==> config.mk <==
export PLATFORM = sky130hd
export DESIGN_NAME = bcd_cal_clock
export DESIGN_NICKNAME = d
export VERILOG_FILES = /design/src/rtl/rtc_pkg.sv /design/src/rtl/rtc_bcd_cnt.sv /design/src/rtl/rtc_time_core.sv /design/src/rtl/rtc_shadow_regs.sv /design/src/rtl/bcd_cal_clock.sv
export SDC_FILE = /design/constraint.sdc
export NUM_CORES = 1
export LEC_CHECK = 0
export BUFFER_PORTS_ARGS = -buffer_cell sky130_fd_sc_hd__buf_2
export CAP_MARGIN = 40
export CORE_MARGIN = 4
export CORE_UTILIZATION = 60
export CTS_CLUSTER_DIAMETER = 40
export DETAILED_ROUTE_END_ITERATION = 8
export HOLD_SLACK_MARGIN = 0.08
export PLACE_DENSITY_LB_ADDON = 0.1
export SLEW_MARGIN = 30
export SYNTH_ARGS = -nofsm -noshare
export SYNTH_HDL_FRONTEND = slang
export SYNTH_HIERARCHICAL = 1
export SYNTH_SLANG_ARGS = --single-unit
export TNS_END_PERCENT = 10
==> constraint.sdc <==
create_clock -name clk_i -period 4.17 [get_ports clk_i]
set_input_delay 0.834 -clock clk_i [delete_from_list [all_inputs] [get_ports clk_i]]
set_output_delay 0.834 -clock clk_i [all_outputs]
set_load 0.05 [all_outputs]
==> src/rtl/rtc_pkg.sv <==
package rtc_pkg;
  localparam int unsigned NF     = 8;
  localparam int unsigned F_SEC  = 0;
  localparam int unsigned F_MIN  = 1;
  localparam int unsigned F_HOUR = 2;
  localparam int unsigned F_DOW  = 3;
  localparam int unsigned F_DATE = 4;
  localparam int unsigned F_MON  = 5;
  localparam int unsigned F_YEAR = 6;
  localparam int unsigned F_CENT = 7;
  localparam logic [3:0]  OFF_CTRL = 4'h8;

  typedef logic [7:0] bcd_t;

  function automatic bcd_t bcd_inc(bcd_t v);
    if (v[3:0] >= 4'd9) return {v[7:4] + 4'd1, 4'd0};
    return {v[7:4], v[3:0] + 4'd1};
  endfunction

  // tens digit weighs 10 = 2 (mod 4)
  function automatic logic is_leap(bcd_t yr);
    logic [4:0] s;
    s = {yr[7:4], 1'b0} + {1'b0, yr[3:0]};
    return (s[1:0] == 2'd0);
  endfunction

  function automatic bcd_t month_last(bcd_t mon, logic leap);
    case (mon)
      8'h02:                      return leap ? 8'h29 : 8'h28;
      8'h04, 8'h06, 8'h09, 8'h11: return 8'h30;
      default:                    return 8'h31;
    endcase
  endfunction

  function automatic bcd_t fld_min(int unsigned f);
    case (f)
      F_DOW, F_DATE, F_MON: return 8'h01;
      default:              return 8'h00;
    endcase
  endfunction

  function automatic bcd_t fld_rst(int unsigned f, bcd_t cent);
    if (f == F_CENT) return cent;
    return fld_min(f);
  endfunction

  function automatic logic off_is_clk(logic [3:0] off);
    return (off == 4'h1) || (off >= 4'h9);
  endfunction

  function automatic logic [2:0] off_field(logic [3:0] off);
    if (off == 4'h1) return 3'(F_CENT);
    return 3'(off - 4'h9);
  endfunction
endpackage

==> src/rtl/rtc_bcd_cnt.sv <==
module rtc_bcd_cnt
  import rtc_pkg::*;
#(
  parameter bcd_t MIN_VAL = 8'h00,
  parameter bcd_t RST_VAL = 8'h00
) (
  input  logic clk_i,
  input  logic rst_ni,
  input  logic inc_i,
  input  logic load_i,
  input  bcd_t load_val_i,
  input  bcd_t max_i,
  output bcd_t cnt_o,
  output logic at_max_o
);
  bcd_t cnt_q;

  assign at_max_o = (cnt_q == max_i);
  assign cnt_o    = cnt_q;

  always_ff @(posedge clk_i or negedge rst_ni) begin
    if (!rst_ni)     cnt_q <= RST_VAL;
    else if (load_i) cnt_q <= load_val_i;
    else if (inc_i)  cnt_q <= at_max_o ? MIN_VAL : bcd_inc(cnt_q);
  end
endmodule

==> src/rtl/rtc_time_core.sv <==
module rtc_time_core
  import rtc_pkg::*;
#(
  parameter bcd_t RST_CENTURY = 8'h20,
  localparam int unsigned VW  = NF * 8
) (
  input  logic          clk_i,
  input  logic          rst_ni,
  input  logic          tick_i,
  input  logic          load_i,
  input  logic [VW-1:0] load_val_i,
  output logic [VW-1:0] time_o
);
  logic [NF-1:0] inc, at_max;
  logic [VW-1:0] max_vec;
  logic t_sec, t_min, t_hour, t_day, t_mon, t_year, t_cent;

  always_comb begin
    t_sec  = tick_i & ~load_i;
    t_min  = t_sec  & at_max[F_SEC];
    t_hour = t_min  & at_max[F_MIN];
    t_day  = t_hour & at_max[F_HOUR];
    t_mon  = t_day  & at_max[F_DATE];
    t_year = t_mon  & at_max[F_MON];
    t_cent = t_year & at_max[F_YEAR];
    inc    = {t_cent, t_year, t_mon, t_day, t_day, t_hour, t_min, t_sec};
  end

  always_comb begin
    max_vec = '0;
    max_vec[F_SEC*8  +: 8] = 8'h59;
    max_vec[F_MIN*8  +: 8] = 8'h59;
    max_vec[F_HOUR*8 +: 8] = 8'h23;
    max_vec[F_DOW*8  +: 8] = 8'h07;
    max_vec[F_DATE*8 +: 8] = month_last(time_o[F_MON*8 +: 8],
                                        is_leap(time_o[F_YEAR*8 +: 8]));
    max_vec[F_MON*8  +: 8] = 8'h12;
    max_vec[F_YEAR*8 +: 8] = 8'h99;
    max_vec[F_CENT*8 +: 8] = 8'h99;
  end

  for (genvar i = 0; i < NF; i++) begin : g_fld
    rtc_bcd_cnt #(
      .MIN_VAL(fld_min(i)),
      .RST_VAL(fld_rst(i, RST_CENTURY))
    ) u_cnt (
      .clk_i      (clk_i),
      .rst_ni     (rst_ni),
      .inc_i      (inc[i]),
      .load_i     (load_i),
      .load_val_i (load_val_i[i*8 +: 8]),
      .max_i      (max_vec[i*8 +: 8]),
      .cnt_o      (time_o[i*8 +: 8]),
      .at_max_o   (at_max[i])
    );
  end
endmodule

==> src/rtl/rtc_shadow_regs.sv <==
module rtc_shadow_regs
  import rtc_pkg::*;
#(
  parameter bcd_t RST_CENTURY = 8'h20,
  localparam int unsigned VW  = NF * 8
) (
  input  logic          clk_i,
  input  logic          rst_ni,
  input  logic          in_win_i,
  input  logic [3:0]    off_i,
  input  logic          wr_i,
  input  logic          rd_i,
  input  logic [7:0]    wdata_i,
  input  logic          refresh_i,
  input  logic [VW-1:0] time_i,
  output logic [7:0]    rdata_o,
  output logic [VW-1:0] shadow_o,
  output logic          load_o,
  output logic          frozen_o,
  output logic          clk_wr_o
);
  logic [7:0] ctrl_q;
  logic       ctrl_wr;
  logic [2:0] fsel;

  assign fsel     = off_field(off_i);
  assign ctrl_wr  = wr_i & in_win_i & (off_i == OFF_CTRL);
  assign clk_wr_o = wr_i & in_win_i & off_is_clk(off_i);
  assign frozen_o = ctrl_q[7] | ctrl_q[6];
  assign load_o   = ctrl_wr & ctrl_q[7] & ~wdata_i[7];

  always_ff @(posedge clk_i or negedge rst_ni) begin
    if (!rst_ni)      ctrl_q <= 8'h00;
    else if (ctrl_wr) ctrl_q <= wdata_i;
  end

  for (genvar i = 0; i < NF; i++) begin : g_sh
    always_ff @(posedge clk_i or negedge rst_ni) begin
      if (!rst_ni)
        shadow_o[i*8 +: 8] <= fld_rst(i, RST_CENTURY);
      else if (clk_wr_o && fsel == 3'(i))
        shadow_o[i*8 +: 8] <= wdata_i;
      else if (refresh_i && !frozen_o)
        shadow_o[i*8 +: 8] <= time_i[i*8 +: 8];
    end
  end

  always_comb begin
    rdata_o = 8'h00;
    if (rd_i && in_win_i) begin
      if (off_i == OFF_CTRL)     rdata_o = ctrl_q;
      else if (off_is_clk(off_i)) rdata_o = shadow_o[fsel*8 +: 8];
    end
  end
endmodule

==> src/rtl/bcd_cal_clock.sv <==
module bcd_cal_clock
  import rtc_pkg::*;
#(
  parameter int unsigned ADDR_W      = 15,
  parameter bcd_t        RST_CENTURY = 8'h20
) (
  input  logic              clk_i,
  input  logic              rst_ni,
  input  logic              tick_i,
  input  logic [ADDR_W-1:0] addr_i,
  input  logic              wr_i,
  input  logic              rd_i,
  input  logic [7:0]        wdata_i,
  output logic [7:0]        rdata_o,
  output logic [7:0]        sec_o,
  output logic [7:0]        min_o,
  output logic [7:0]        hour_o,
  output logic [7:0]        dow_o,
  output logic [7:0]        date_o,
  output logic [7:0]        mon_o,
  output logic [7:0]        year_o,
  output logic [7:0]        cent_o
);
  localparam int unsigned VW = NF * 8;

  logic          in_win, tick_q, load, frozen, clk_wr;
  logic [VW-1:0] time_vec, shadow_vec;

  assign in_win = &addr_i[ADDR_W-1:4];

  // refresh one edge after the counters move
  always_ff @(posedge clk_i or negedge rst_ni) begin
    if (!rst_ni) tick_q <= 1'b0;
    else         tick_q <= tick_i & ~load;
  end

  rtc_shadow_regs #(.RST_CENTURY(RST_CENTURY)) u_regs (
    .clk_i     (clk_i),
    .rst_ni    (rst_ni),
    .in_win_i  (in_win),
    .off_i     (addr_i[3:0]),
    .wr_i      (wr_i),
    .rd_i      (rd_i),
    .wdata_i   (wdata_i),
    .refresh_i (tick_q),
    .time_i    (time_vec),
    .rdata_o   (rdata_o),
    .shadow_o  (shadow_vec),
    .load_o    (load),
    .frozen_o  (frozen),
    .clk_wr_o  (clk_wr)
  );

  rtc_time_core #(.RST_CENTURY(RST_CENTURY)) u_core (
    .clk_i      (clk_i),
    .rst_ni     (rst_ni),
    .tick_i     (tick_i),
    .load_i     (load),
    .load_val_i (shadow_vec),
    .time_o     (time_vec)
  );

  assign sec_o  = time_vec[F_SEC*8  +: 8];
  assign min_o  = time_vec[F_MIN*8  +: 8];
  assign hour_o = time_vec[F_HOUR*8 +: 8];
  assign dow_o  = time_vec[F_DOW*8  +: 8];
  assign date_o = time_vec[F_DATE*8 +: 8];
  assign mon_o  = time_vec[F_MON*8  +: 8];
  assign year_o = time_vec[F_YEAR*8 +: 8];
  assign cent_o = time_vec[F_CENT*8 +: 8];
endmodule

# == Word-level counts from Yosys, hierarchy flattened ==
# Cells that the tools add are included.
# word_totals
register_bits,137
latchBits,0
ramBits,0
rom_bits,0
inputBits,28
out_inout_bits,72
memories,0
# classes
n_addsub,18
mul,0
n_div,0
order_cmp,9
n_eq_ne,22
shift,1
mux,88
n_bitwise,15
n_reduce_logical,47
# op_table
cell,count
$mux W8,59
$add A4 B1 Y4 const B,16
$shiftx A64 B7 Y8,1
$ge A4 B4 Y1 const B,9
$reduce_bool A2 Y1,15
$mux W1,26
$eq A8 B3 Y1 const B,3
$reduce_bool A3 Y1,8
$eq A8 B5 Y1 const B,2
$eq A8 B7 Y1 const B,2
$eq A8 B8 Y1 const B,2
$pmux W8 S2,1
$reduce_and A2 Y1,8
$and A1 B1 Y1,12
$eq A3 B3 Y1 const B,4
$reduce_and A11 Y1,1
$logic_and A1 B1 Y1,10
$eq A8 B2 Y1 const B,1
$eq A8 B4 Y1 const B,1
$eq A8 B6 Y1 const B,1
$eq A8 B8 Y1,1
$eq A3 B2 Y1 const B,2
$mux W3,2
$eq A4 B1 Y1 const B,1
11 further kinds,12

# == Longest topological paths before layout ==
# Gate-level depths: netlist of the first run.
# depth
depth_word,19
mapped_depth,14

# == Cells and area by module ==
# Netlist of the first run, hierarchy kept.
# modules_own_cells
module,instances,cells_per_inst,area_each_um2,seq_area_each_um2
rtc_shadow_regs,1,363,4321.6,1806.7
rtc_bcd_cnt (u_core.g_fld[3].u_cnt ...),3,76,674.4,201.4
rtc_bcd_cnt (u_core.g_fld[0].u_cnt ...),3,71,668.1,200.2
rtc_bcd_cnt (u_core.g_fld[6].u_cnt),1,78,701.9,200.2
rtc_bcd_cnt (u_core.g_fld[7].u_cnt),1,71,669.4,201.4
rtc_time_core,1,23,138.9,0.0
bcd_cal_clock,1,6,58.8,25.0

# == Worst setup path after synthesis of the first run ==
# OpenSTA, ideal clock, no wires.
# synth_timing
path_type,input to output
start,in addr_i[0]
end,out rdata_o[6]
t_arrival_ns,3.837
setup_slack_ns,-0.501
cell_stages,8
path_buffers,2
cell_sequence,buf_2 inv_1 ha_1 buf_2 nor2_2 nor2_4 o22ai_1 o311ai_0
# synth_via
elab_chain_len,7
# synth_rtl
element,line,source
from (decl),bcd_cal_clock.sv:10,"input logic [ADDR_W-1:0] addr_i,"
branches (longest 5 deep; another with $sub A3 B1 Y3),n/a,
$mux W8 (*),rtc_shadow_regs.sv:51,if (off_i == OFF_CTRL) rdata_o = ctrl_q;
$mux W8 (*),rtc_shadow_regs.sv:50,if (rd_i && in_win_i) begin
to (decl),bcd_cal_clock.sv:14,"output logic [7:0] rdata_o,"
# Mark *: on every way between the ends.

# == Worst setup path after layout of the first run ==
# layout_timing
start,in addr_i[0]
end,out rdata_o[2]
# Same word-level chain as after synthesis.

==> summary.txt, run 1 <==
Timing
  • Rel. slew slack: 0.473
  • Final worst-path setup slack: 0.387 ns
  • Slew Limit Fails: 0
  • Count of final setup violators: 0
  • Setup repair after global routing missed its margin: no
  • Clock Skews: 0.0135 ns
  • Worst-margin pin slew: 0.787 ns
  • Hold violation count in the final report: 0
  • Clock period minus final worst setup slack: 3.78 ns
  • Crit share post-route: 0.907
  • Top achievable clock speed: 0.264 GHz

GRT
  • Maximum number of pins on one net before global-route repair: 84
  • Antenna violations before repair: 1
  • Wire length of the first global-routing pass: 42.4 mm
  • Most congested layer reported by global routing: met2
  • GR Layer Usage met3: 0.0492
  • GRT met1 Usage: 0.417
  • Global-route congestion overflow total: 0
  • Total global routing track utilization: 0.293
  • Vias in the first global route: 7674
  • GR met2 Demand/Resource: 0.450

Placement
  • Post-Place Worst Slack: 0.414 ns
  • DP HPWL: 18.9 mm
  • Number of input and output port buffers inserted: 99
  • Routability-driven placement congestion ratio: 0.927

Setup path
  • Cell class contributing the biggest share of worst-path delay: compound AO/OA/AOI/OAI gates
  • WP data arrival: 2.95 ns
  • Top fanout value on the critical path: 8
  • Data required, critical path: 3.34 ns
  • CP endpoint kind: output pin
  • Worst Setup EP: rdata_o[2]
  • Crit-path cells: buf_2, inv_1, ha_1, or3_1, a21oi_1, o2111ai_1, o211ai_1, buf_2
  • WS Path Type: input port to output pin
  • Startpoint types: input port
  • Startpoint of the most critical register-to-register path: u_core/g_fld[5].u_cnt/cnt_o[0]
  • Register-to-Register Setup Slack: 0.57 ns
  • CP max-delay cell: sky130_fd_sc_hd__a21oi_1
  • Number of cells on the critical path: 8
  • Worst setup path startpoint: addr_i[0]
  • Critical path's most frequent cell: sky130_fd_sc_hd__buf_2
  • Reg2Reg Capture Point: u_core/g_fld[7].u_cnt/cnt_o[6]
  • Stage delay of the slowest cell on the critical path: 0.49 ns
  • Number of cell instances on the worst register-to-register path: 12
  • Buf/Inv on CP: 3

Clocking
  • Root buffer cell: sky130_fd_sc_hd__clkbuf_16
  • Maximum root-to-sink buffer count: 2
  • Clock slew seen by the registers of the worst setup and hold paths: 0.07 ns
  • Sink Count: 137
  • Post-CTS Hold Buffers: 0
  • Clk_lat worst skew: 0.43 ns
  • TritonCTS clock tree: built
  • Clock buffer count from CTS: 17
  • Post-CTS Resized: 0
  • Post-CTS setup-driven buffer insertion count: 0
  • H-tree levels: 4

Floorplan
  • Die extent in y: 136 µm
  • Core region area: 16000 µm²
  • Effective utilization at floorplan: 0.619
  • Number of top-level pins: 100
  • Die W: 136 µm
  • Number of placement rows: 46
  • Area enclosed by the die boundary: 18600 µm²

Power and ir drop
  • Static Leak: 5.08 nW
  • Worst IR drop on VDD: 0.306 mV
  • Overall power of the completed layout: 4.04 mW
  • Power density cells: 353 nW/µm²

Drt
  • Post-detailed-route wirelength per cell: 20.1 µm
  • DR vias/cell: 6.20
  • DR vias: 8439
  • Drc violations: 0
  • Count of TritonRoute iterations in the first routing pass: 5
  • Antenna Violating Nets Remaining: 0
  • DRT Wirelength: 27.4 mm
  • DRC marker count from the first detailed-route iteration: 801

Layout
  • Area growth, synth to finish: 15.5%
  • Post-layout nets: 1196
  • Fraction of final layout cells with drive strength greater than 1: 0.293
  • Fill cell instance count of the final layout: 1271
  • Antenna diode instance count: 0

Min path
  • Path type of the worst min-delay path: input port to async pin

Synthesis
  • Post-Synthesis Mean Instance Area: 10.1 µm²
  • Netlist Area Pre-Place: 9900 µm²
  • Warnings from Yosys: 6
  • Synthesized instance count: 979

Status
  • Status: finished clean

Job
  • Maxcap violations: 0
==> registers in the layout, indices dropped and copies added (netlist names) <==
signal,cells
u_core/g_fld.u_cnt/cnt_o,64
u_regs/shadow_o,64
u_regs/ctrl_q,8
tick_q,1
==> worst register-to-register path, cell delays in order, from the launching register on <==
cell	delay (ns)
sky130_fd_sc_hd__dfstp_2	0.43
sky130_fd_sc_hd__or3_4	0.41
sky130_fd_sc_hd__or2_0	0.22
sky130_fd_sc_hd__a211o_1	0.27
sky130_fd_sc_hd__xnor2_1	0.17
sky130_fd_sc_hd__nand4_1	0.12
sky130_fd_sc_hd__nor2_2	0.24
sky130_fd_sc_hd__nand3_1	0.14
sky130_fd_sc_hd__nor2_1	0.53
sky130_fd_sc_hd__inv_1	0.29
sky130_fd_sc_hd__or3_1	0.40
sky130_fd_sc_hd__a21o_1	0.15
sky130_fd_sc_hd__a2bb2oi_1	0.14
==> cells in the final DEF (no fill, tap or decap), types with 38 or more instances in the layout <==
cell                      instances
sky130_fd_sc_hd__conb_1          61
sky130_fd_sc_hd__inv_1           38
sky130_fd_sc_hd__buf_2           98
sky130_fd_sc_hd__mux2_2         108
sky130_fd_sc_hd__nand2_1         45
sky130_fd_sc_hd__a21oi_1         43
sky130_fd_sc_hd__nor2_1          49
sky130_fd_sc_hd__xnor2_1         65
sky130_fd_sc_hd__nand3_1         47
sky130_fd_sc_hd__dfrtp_1        129
==> cell type report <==
type	instances	area, µm²	share of cell area
well taps	216	270	0.0236
flip-flops and latches	137	3440	0.301
clock inverters	12	125	0.0109
inverters	42	158	0.0138
repair buffers	120	737	0.0644
multi-input cells	815	6250	0.547
clock buffers	20	457	0.0399
==> worst min-delay path by stage <==
stage                                                end  slack [ns]  cells after the start
after floorplan           u_core/g_fld[1].u_cnt/cnt_o[7]        0.46                      2
after global placement    u_core/g_fld[4].u_cnt/cnt_o[0]        0.49                      2
after detailed placement  u_core/g_fld[4].u_cnt/cnt_o[0]        0.49                      2
after CTS                 u_core/g_fld[4].u_cnt/cnt_o[0]        0.50                      2
after global routing      u_core/g_fld[1].u_cnt/cnt_o[2]        0.29                      1
final                     u_core/g_fld[0].u_cnt/cnt_o[1]        0.28                      1
==> report_power, final <==
group / internal, mW / leakage (nW) / switching (mW)
sequential: 1.43 / 1.72 / 0.172
combinational: 0.377 / 3.09 / 0.566
clock: 0.906 / 0.270 / 0.587
==> stage by stage <==
| step | instance area [µm²] | std cells | setup TNS, ns | utilization | hold WS [ns] |
|---|---|---|---|---|---|
| 3_5_place_dp | 10800 | 1328 | 0 | 0.675 | 0.492 |
| 4_1_cts | 11400 | 1360 | 0 | 0.711 | 0.501 |
| 3_3_place_gp | 10800 | 1328 | 0 | 0.675 | 0.490 |
| 2_1_floorplan | 10100 | 1038 | -1.36 | - | 0.463 |
| 5_1_grt | 11400 | 1362 | 0 | 0.715 | 0.292 |
| 6_report | 11400 | 1362 | 0 | 0.715 | 0.280 |
==> layer usage <==
metal | vias to the layer above | share of wire
met5 | - | 0.00048
li1 | 3914 | -
met3 | 57 | 0.071
met2 | 345 | 0.46
met1 | 4121 | 0.44
met4 | 2 | 0.029
No activity file was read; power rests on OpenSTA's default activity.
==> run 2: changes to the inputs <==
--- a/config.mk
+++ b/config.mk
@@ -7,6 +7,7 @@
 export LEC_CHECK = 0
 export BUFFER_PORTS_ARGS = -buffer_cell sky130_fd_sc_hd__buf_2
 export CAP_MARGIN = 40
+export CORE_ASPECT_RATIO = 1.2
 export CORE_MARGIN = 4
 export CORE_UTILIZATION = 60
 export CTS_CLUSTER_DIAMETER = 40
==> run 2 against run 1 <==
Effect of this change: maximum frequency decreased by 3.8%; hold slack improved by 0.043 ns; non-clock buffer count decreased by 2; clock power decreased by 5%; critical path type unchanged; critical endpoint is now rdata_o[6]; largest cell class unchanged.
==> summary.txt, run 2 (same netlist as run 1, synthesis figures left out) <==
Status
  • Status: finished clean

Setup path
  • WP data arrival: 3.10 ns (+0.15 ns)
  • Crit-path cells: buf_2, inv_1, ha_1, or3_1, a21oi_1, o2111ai_1, o311ai_1, buf_2
  • Reg2Reg Capture Point: u_core/g_fld[7].u_cnt/cnt_o[6]
  • Number of cell instances on the worst register-to-register path: 12 (unchanged)
  • Data required, critical path: 3.34 ns (about the same)
  • Cell class contributing the biggest share of worst-path delay: compound AO/OA/AOI/OAI gates
  • Register-to-Register Setup Slack: 0.54 ns (-0.03 ns)
  • Stage delay of the slowest cell on the critical path: 0.63 ns (+0.14 ns)
  • Top fanout value on the critical path: 8 (unchanged)
  • CP endpoint kind: output pin
  • Startpoint types: input port
  • Startpoint of the most critical register-to-register path: u_core/g_fld[5].u_cnt/cnt_o[0]
  • WS Path Type: input port to output pin
  • CP max-delay cell: sky130_fd_sc_hd__a21oi_1
  • Buf/Inv on CP: 3 (unchanged)
  • Critical path's most frequent cell: sky130_fd_sc_hd__buf_2

GRT
  • Vias in the first global route: 8041 (+4.8%)
  • Maximum number of pins on one net before global-route repair: 117 (+39%)
  • Antenna violations before repair: 0 (-1)
  • Global-route congestion overflow total: 0 (unchanged)
  • Total global routing track utilization: 0.290 (-0.00262)
  • Wire length of the first global-routing pass: 43.3 mm (+2.1%)

Placement
  • DP HPWL: 18.8 mm (-0.49%)
  • Number of input and output port buffers inserted: 99 (unchanged)
  • Routability-driven placement congestion ratio: 0.905 (-2.5%)
  • Post-Place Worst Slack: 0.378 ns (-0.0367 ns)
  • Number of placed instances with taps included: 1323 (-0.38%)

Timing
  • Crit share post-route: 0.943 (+0.0361)
  • Top achievable clock speed: 0.254 GHz (-3.8%)
  • Rel. slew slack: 0.471 (-0.00244)
  • Slew Limit Fails: 0 (unchanged)
  • Clock Skews: 0.00737 ns (-0.00616 ns)
  • Final worst-path setup slack: 0.237 ns (-0.151 ns)
  • Worst-margin pin slew: 0.794 ns (+0.00656 ns)
  • Worst hold slack: 0.322 ns (+0.0426 ns)
  • Clock period minus final worst setup slack: 3.93 ns (+0.151 ns)
  • Count of final setup violators: 0 (unchanged)
  • Setup repair after global routing missed its margin: no
  • Hold violation count in the final report: 0 (unchanged)

Clocking
  • Clock slew seen by the registers of the worst setup and hold paths: 0.05 ns (-0.02 ns)
  • Clock buffer count from CTS: 17 (unchanged)
  • Root buffer cell: sky130_fd_sc_hd__clkbuf_16
  • Post-CTS Resized: 0 (unchanged)
  • TritonCTS clock tree: built
  • H-tree levels: 4 (unchanged)
  • Maximum root-to-sink buffer count: 2 (unchanged)
  • Post-CTS Hold Buffers: 0 (unchanged)
  • Clk_lat worst skew: 0.42 ns (about the same)
  • Post-CTS setup-driven buffer insertion count: 0 (unchanged)
  • Sink Count: 137 (unchanged)

Drt
  • DR vias/cell: 6.17 (-0.40%)
  • Antenna Violating Nets Remaining: 0 (unchanged)
  • Count of TritonRoute iterations in the first routing pass: 5 (unchanged)
  • DRT Wirelength: 26.7 mm (-2.3%)
  • DRC marker count from the first detailed-route iteration: 730 (-8.9%)
  • Post-detailed-route wirelength per cell: 19.7 µm (-1.8%)
  • DR vias: 8362 (-0.91%)
  • Drc violations: 0 (unchanged)

Floorplan
  • Number of top-level pins: 100 (unchanged)
  • Core region area: 16200 µm² (+1.3%)
  • Effective utilization at floorplan: 0.611 (-0.00793)
  • Number of placement rows: 51 (+11%)
  • Die extent in y: 149 µm (+9.0%)
  • Die W: 125 µm (-8.2%)
  • Area enclosed by the die boundary: 18600 µm² (about the same)

Layout
  • Post-route insts no fill: 1355 (-0.51%)
  • Final core area utilization: 0.700 (-0.0151)
  • Post-layout nets: 1194 (-0.17%)
  • Fill cell instance count of the final layout: 1323 (+4.1%)
  • Antenna diode instance count: 0 (unchanged)
  • Area growth, synth to finish: 14.5%
  • Most common cell after layout, fill and taps aside: sky130_fd_sc_hd__dfrtp_1
  • Fraction of final layout cells with drive strength greater than 1: 0.286 (-0.00710)
  • Commonest non-fill, non-tap cells in the layout: 129 x sky130_fd_sc_hd__dfrtp_1, 108 x sky130_fd_sc_hd__mux2_2, 98 x sky130_fd_sc_hd__buf_2, 65 x sky130_fd_sc_hd__xnor2_1, 61 x sky130_fd_sc_hd__conb_1

Power and ir drop
  • Static Leak: 5.06 nW (-0.52%)
  • Worst IR drop on VDD: 0.269 mV (-12%)
  • Overall power of the completed layout: 3.94 mW (-2.5%)
  • Power density cells: 347 nW/µm² (-1.7%)

Job
  • Maxcap violations: 0 (unchanged)

Min path
  • Path type of the worst min-delay path: input port to async pin
## run 2: cell types whose count changed in the layout (fill, tap and decap cells not counted), sizes merged
cell	delta
clkbuf	+7
clkinvlp	-6
buf	-2
bufinv	-1
clkinv	-1
## run 2: where the power goes
group | internal [mW] | switching [mW]
clock | 0.862 | 0.544
sequential | 1.43 | 0.167
combinational | 0.374 | 0.557
total | 2.67 | 1.27
## run 2: how the worst max path moves through the flow
stage                     from                             end  cells past startpoint
floorplan           addr_i[13]  u_core/g_fld[6].u_cnt/cnt_o[3]                     14
finish               addr_i[0]                      rdata_o[6]                      8
CTS                  addr_i[0]                      rdata_o[6]                      8
detailed placement   addr_i[0]                      rdata_o[6]                      8
global placement     addr_i[0]                      rdata_o[6]                      8
global route         addr_i[0]                      rdata_o[6]                      8
## run 2: per-layer routing
layer | up-vias | global-route usage | wire [µm]
met5 | - | 0 | 0
met4 | 0 | 0.102 | 667
met3 | 49 | 0.0444 | 1420
met2 | 290 | 0.488 | 13200
met1 | 4113 | 0.384 | 11500
li1 | 3910 | - | -
## run 2: layout make-up
class | instances | area [µm²] | share of cell area
well taps | 212 | 265 | 0.0234
flip-flops and latches | 137 | 3440 | 0.303
clock inverters | 4 | 45.0 | 0.00397
multi-input cells | 815 | 6250 | 0.551
repair buffers | 118 | 689 | 0.0608
inverters | 42 | 158 | 0.0139
clock buffers | 27 | 493 | 0.0435
## run 2: stage by stage
step                      setup TNS, ns  area, µm²
after floorplan                   -1.36      10100
after global placement                0      10800
after detailed placement              0      10800
after CTS                             0      11300
after global routing                  0      11300
final                                 0      11300
## run 2: worst reg2reg max path, cell delays in order (launching register included)
cell and delay, ns:
sky130_fd_sc_hd__dfstp_2 0.43, sky130_fd_sc_hd__or3_4 0.41, sky130_fd_sc_hd__or2_0 0.24, sky130_fd_sc_hd__a211o_1 0.29, sky130_fd_sc_hd__xnor2_1 0.17, sky130_fd_sc_hd__nand4_1 0.16, sky130_fd_sc_hd__nor2_2 0.18, sky130_fd_sc_hd__nand3_1 0.15
sky130_fd_sc_hd__nor2_1 0.51, sky130_fd_sc_hd__inv_1 0.29, sky130_fd_sc_hd__or3_1 0.42, sky130_fd_sc_hd__a21o_1 0.17, sky130_fd_sc_hd__a2bb2oi_1 0.13
